<file path="src/rtl/ecc_pkg.sv">
package ecc_pkg;
  localparam int BUS_W     = 8;
  localparam int B_CTRL    = 0;
  localparam int B_TCNEXT  = 2;
  localparam int B_EDGE    = 4;
  localparam int B_MODE    = 6;
  localparam int B_IE      = 7;

  typedef logic [BUS_W-1:0] byte_t;

  typedef struct packed {
    logic ie;
    logic count_mode;
    logic rise;
  } chan_cfg_t;

  function automatic logic is_ctrl(input byte_t d);
    return d[B_CTRL];
  endfunction

  function automatic logic wants_tc(input byte_t d);
    return d[B_TCNEXT];
  endfunction

  function automatic chan_cfg_t decode_cfg(input byte_t d);
    chan_cfg_t c;
    c.ie         = d[B_IE];
    c.count_mode = d[B_MODE];
    c.rise       = d[B_EDGE];
    return c;
  endfunction

  function automatic byte_t dec_one(input byte_t cnt);
    return cnt - BUS_W'(1);
  endfunction

  function automatic logic reaches_zero(input byte_t cnt);
    return cnt == BUS_W'(1);
  endfunction
endpackage

</file>
<file path="src/rtl/ecc_trig_sync.sv">
module ecc_trig_sync #(
  parameter int STAGES = 2
) (
  input  logic clk,
  input  logic rst_n,
  input  logic trig_in,
  input  logic rise_sel,
  output logic edge_q
);
  logic [STAGES-1:0] chain;
  logic              synced;
  logic              prev;
  logic              edge_hit;

  always_ff @(posedge clk) begin
    if (!rst_n) chain <= '0;
    else        chain <= {chain[STAGES-2:0], trig_in};
  end

  assign synced   = chain[STAGES-1];
  assign edge_hit = rise_sel ? (synced & ~prev) : (~synced & prev);

  always_ff @(posedge clk) begin
    if (!rst_n) begin
      prev   <= 1'b0;
      edge_q <= 1'b0;
    end else begin
      prev   <= synced;
      edge_q <= edge_hit;
    end
  end
endmodule

</file>
<file path="src/rtl/ecc_host_if.sv">
module ecc_host_if
  import ecc_pkg::*;
(
  input  logic      clk,
  input  logic      rst_n,
  input  logic      wr_en,
  input  byte_t     wr_data,
  output chan_cfg_t cfg,
  output logic      armed,
  output logic      tc_load,
  output byte_t     tc_val,
  output byte_t     vector,
  output logic      vec_ok
);
  logic tc_pending;
  logic ctrl_wr;
  logic vec_wr;

  assign tc_load = wr_en & tc_pending;
  assign ctrl_wr = wr_en & ~tc_pending & is_ctrl(wr_data);
  assign vec_wr  = wr_en & ~tc_pending & ~is_ctrl(wr_data);

  always_ff @(posedge clk) begin
    if (!rst_n) begin
      cfg        <= '0;
      tc_pending <= 1'b0;
      armed      <= 1'b0;
      tc_val     <= '0;
      vector     <= '0;
      vec_ok     <= 1'b0;
    end else begin
      if (tc_load) begin
        tc_val     <= wr_data;
        tc_pending <= 1'b0;
        armed      <= 1'b1;
      end
      if (ctrl_wr) begin
        cfg <= decode_cfg(wr_data);
        if (wants_tc(wr_data)) begin
          tc_pending <= 1'b1;
          armed      <= 1'b0;
        end
      end
      if (vec_wr) begin
        vector <= wr_data;
        vec_ok <= 1'b1;
      end
    end
  end
endmodule

</file>
<file path="src/rtl/ecc_downcount.sv">
module ecc_downcount
  import ecc_pkg::*;
(
  input  logic  clk,
  input  logic  rst_n,
  input  logic  tc_load,
  input  byte_t tc_val,
  input  byte_t tc_in,
  input  logic  step,
  input  logic  irq_ok,
  output byte_t count,
  output logic  zc_evt,
  output logic  zc_q,
  output logic  irq_q
);
  assign zc_evt = step & reaches_zero(count);

  always_ff @(posedge clk) begin
    if (!rst_n) begin
      count <= '0;
      zc_q  <= 1'b0;
      irq_q <= 1'b0;
    end else begin
      if (tc_load)     count <= tc_in;
      else if (zc_evt) count <= tc_val;
      else if (step)   count <= dec_one(count);
      zc_q  <= zc_evt;
      irq_q <= zc_evt & irq_ok;
    end
  end
endmodule

</file>
<file path="src/rtl/edge_count_channel.sv">
module edge_count_channel
  import ecc_pkg::*;
#(
  parameter bit HAS_ZC      = 1'b1,
  parameter int SYNC_STAGES = 2
) (
  input  logic             clk,
  input  logic             rst_n,
  input  logic             wr_en,
  input  logic [BUS_W-1:0] wr_data,
  input  logic             trig_in,
  output logic [BUS_W-1:0] count_out,
  output logic [BUS_W-1:0] vector_out,
  output logic             zc_out,
  output logic             irq
);
  chan_cfg_t cfg;
  logic      armed;
  logic      tc_load;
  byte_t     tc_val;
  logic      vec_ok;
  logic      edge_q;
  logic      step;
  logic      zc_evt;
  logic      zc_q;
  logic      cfg_ie;

  ecc_trig_sync #(.STAGES(SYNC_STAGES)) u_sync (
    .clk      (clk),
    .rst_n    (rst_n),
    .trig_in  (trig_in),
    .rise_sel (cfg.rise),
    .edge_q   (edge_q)
  );

  ecc_host_if u_host (
    .clk     (clk),
    .rst_n   (rst_n),
    .wr_en   (wr_en),
    .wr_data (wr_data),
    .cfg     (cfg),
    .armed   (armed),
    .tc_load (tc_load),
    .tc_val  (tc_val),
    .vector  (vector_out),
    .vec_ok  (vec_ok)
  );

  assign step   = edge_q & armed & cfg.count_mode;
  assign cfg_ie = cfg.ie;

  ecc_downcount u_cnt (
    .clk     (clk),
    .rst_n   (rst_n),
    .tc_load (tc_load),
    .tc_val  (tc_val),
    .tc_in   (wr_data),
    .step    (step),
    .irq_ok  (cfg_ie & vec_ok),
    .count   (count_out),
    .zc_evt  (zc_evt),
    .zc_q    (zc_q),
    .irq_q   (irq)
  );

  generate
    if (HAS_ZC) begin : g_zc
      assign zc_out = zc_q;
    end else begin : g_no_zc
      assign zc_out = 1'b0;
    end
  endgenerate
endmodule

</file>
<file path="config.mk">
export PLATFORM = sky130hd
export DESIGN_NAME = edge_count_channel
export DESIGN_NICKNAME = d
export VERILOG_FILES = /design/src/rtl/ecc_pkg.sv /design/src/rtl/ecc_trig_sync.sv /design/src/rtl/ecc_host_if.sv /design/src/rtl/ecc_downcount.sv /design/src/rtl/edge_count_channel.sv
export SDC_FILE = /design/constraint.sdc
export NUM_CORES = 1
export LEC_CHECK = 0
export ABC_AREA = 0
export BUFFER_PORTS_ARGS = -buffer_cell sky130_fd_sc_hd__buf_4
export CAP_MARGIN = 20
export CORE_MARGIN = 4
export CORE_UTILIZATION = 30
export DETAILED_ROUTE_END_ITERATION = 7
export HOLD_SLACK_MARGIN = 0.06
export PLACE_DENSITY = 0.56
export SLEW_MARGIN = 20
export SYNTH_ARGS = -nofsm -noshare
export SYNTH_HDL_FRONTEND = slang
export SYNTH_SLANG_ARGS = --single-unit
</file>
<file path="constraint.sdc">
create_clock -name clk -period 2.3 [get_ports clk]
set_clock_uncertainty 0.2 [all_clocks]
set_input_delay 0.69 -clock clk [delete_from_list [all_inputs] [get_ports clk]]
set_output_delay 0.69 -clock clk [all_outputs]
set_load 0.03 [all_outputs]
</file>
==> qor.txt <==
Outcome - finished clean
CP required - 2.26 ns
Initial Util - 31.1%
Layout area overhead - 24.8%
CP startpoint kind - flip-flop
Post-synth EDFFs - 0
Tmin final - 2.13 ns
IO buf count - 29
Clock Latency Late Sink - 0.28 ns
Layout Cells excl Fill - 280
CTS buffer count - 5
First-pass GRT wire length - 6490 um
Initial antenna violation count - 0
Slew Limit Fails - 0
Die Wd - 80.8 um
Reg-to-reg slack, setup - 0.17 ns
Via count - 1372
Worst slew margin - 68.1%
Area of the core - 5110 um2
RSZ-0062 raised after global routing - false
Clock Path Buffers - 2
Wire per inst - 13.8 um
Routed wire length - 3870 um
DRT iter0 DRCs - 75
Net Count, Synth - 190
Setup_tns - 0 ns
Post-CTS setup repair buffer count - 0
Design Area, Final - 1980 um2
Hold Crit Class - flip-flop to flip-flop
Endpoints failing hold - 0
Pre-antenna DRT Iters - 4
Ratio of cells with drive above 1 in the final layout - 24.3%
FP Rows - 26
Vias in the first global route - 1290
Root buffer cell - clkbuf_8
Post-CTS Resized - 0
Syn avg cell area - 9.02 um2
Total chip power - 1.19 mW
Power per Cell Area - 603 nW/um2
Max Cap Viol - 0
Placed insts - 273
Placer Congestion - 0.864
Syn. warnings - 0
# clock sinks - 36
Crit share post-route - 92.8%
Register area share after synthesis - 45.4%
Cell variety after synth - 45
Final #Nets - 224
Post-Syn Area - 1590 um2
Worst EP arrival - 2.09 ns
Maximum VDD drop - 0.441 mV
LEAKAGE - 0.778 nW
Die area - 6520 um2
Hold-fix buffers, CTS - 0
Gr ovfl total - 0
Async S/R FF share, synth - 0%
Height of the chip - 80.8 um
Worst-path clk slew - 0.07 ns
Max Freq - 469 MHz
Setup violators final - 0
# diodes - 0
Main synth FF type - dfxtp_1
Routed Antenna Nets - 0
Crit Path Max Fanout - 8
DR DRC count - 0
Overall Global Routing Usage - 13.1%
H-tree depth - 2
Vias per inst - 4.90
Transition time of the tightest slew-check pin - 0.478 ns
Number of synthesized register bits - 36
Critical path class - flip-flop to flip-flop
Largest net degree at the start of global routing - 28
Detailed placement HPWL - 2890 um
Worst Setup End Kind - flip-flop
CTS tree - built
Gate Count Post-Synth - 176
Dpl cell area - 1900 um2
# IOs - 30
[cells by family (layout without fill, tap and decap cells)]
| logic type | Yosys count | in the layout | share of synthesized area (%) |
|---|---|---|---|
| and+or+nand+nor | 72 | 72 | 23.8 |
| AOI/OAI and AO/OA | 36 | 36 | 15.4 |
| DFF | 36 | 36 | 45.4 |
| buffers and inverters | 15 | 49 | 4.57 |
| muxes | 13 | 13 | 8.20 |
| adders and majority gates | 2 | 2 | 1.58 |
| xor gates and xnor gates | 2 | 2 | 1.10 |
[synth_stat cells, types with 2 or more instances]
cell	number	share of area [%]
dfxtp_1	36	45
mux2i_1	13	8.2
o21ai_0	2	0.63
nor3_1	4	1.3
clkbuf_1	5	1.2
nor4_1	3	1.2
and2_1	4	1.6
nand2_1	23	5.4
a32oi_1	3	1.7
o31ai_1	2	0.95
buf_6	2	1.4
nand3b_1	2	0.95
nor4b_1	2	1.1
nor3b_1	2	0.95
a21oi_1	13	4.1
nor2_1	19	4.5
o22ai_1	3	1.2
a22oi_1	3	1.4
buf_1	2	0.47
ha_1	2	1.6
nand3_1	2	0.63
and3_1	3	1.2
inv_1	4	0.95
[flip-flops by register name (all words and copies together) (netlist names), 2 cells and up]
register and flops:
u_host.cfg 3, u_host.vector 8, u_cnt.count 8, u_host.tc_val 8
u_sync.chain 2
[per-layer routing]
metal	global-route usage (%)	part of all wire (%)	vias up
met3	3.44	5.1	6
met1	17.1	49	638
met2	20.3	45	35
met4	5.91	1.3	0
met5	0	0	-
li1	-	-	693
[path summary, 6_finish.rpt]
path | endpoint | cells past startpoint | startpoint
worst max-delay path | u_cnt.count[1] | 6 | u_cnt.count[1]
worst min-delay path | u_host.vector[0] | 2 | u_host.vector[0]
worst min register to register | u_host.vector[0] | 2 | u_host.vector[0]
worst max register to register | u_cnt.count[1] | 6 | u_cnt.count[1]
[per-stage QoR]
step           hold WS, ns  util (%)  worst slack [ns]
6_report             0.235      38.8             0.167
5_1_grt              0.241      38.8            0.0550
4_1_cts              0.234      38.8             0.166
3_5_place_dp         0.220      37.3             0.179
3_3_place_gp         0.218      37.3             0.254
2_1_floorplan        0.212         -             0.106
[cells in the final DEF, fill, tap and decap left out, types with 3 or more instances in the layout]
cell type,netlist,final
clkbuf_8,0,5
mux2i_1,13,13
o22ai_1,3,3
and3_1,3,3
nor4_1,3,3
buf_4,0,37
inv_1,4,4
nor3_1,4,4
nor2_1,19,19
nand2_1,23,23
and2_1,4,4
a22oi_1,3,3
dfxtp_1,36,36
a21oi_1,13,13
a32oi_1,3,3
[critical path, stage by stage, from the launching register on]
cell	delay (ns)
dfxtp_1	0.38
inv_1	0.10
ha_1	0.16
or4b_4	0.51
nor3_4	0.33
mux2i_1	0.24
o22ai_1	0.09
[final cells by class]
cell class	instances	area (um2)
clock buffers	6	72.6
flip-flops and latches	36	721
fillers	555	3130
well taps	70	87.6
multi-input cells	125	800
clock inverters	1	5.00
inverters	5	18.8
repair buffers	37	278
[report_power, final]
part	switching, mW	total, mW	internal, mW
clock	0.202	0.407	0.205
sequential	0.0136	0.655	0.642
combinational	0.0737	0.132	0.0583
Note: power is estimated with default switching activity, not from simulation.
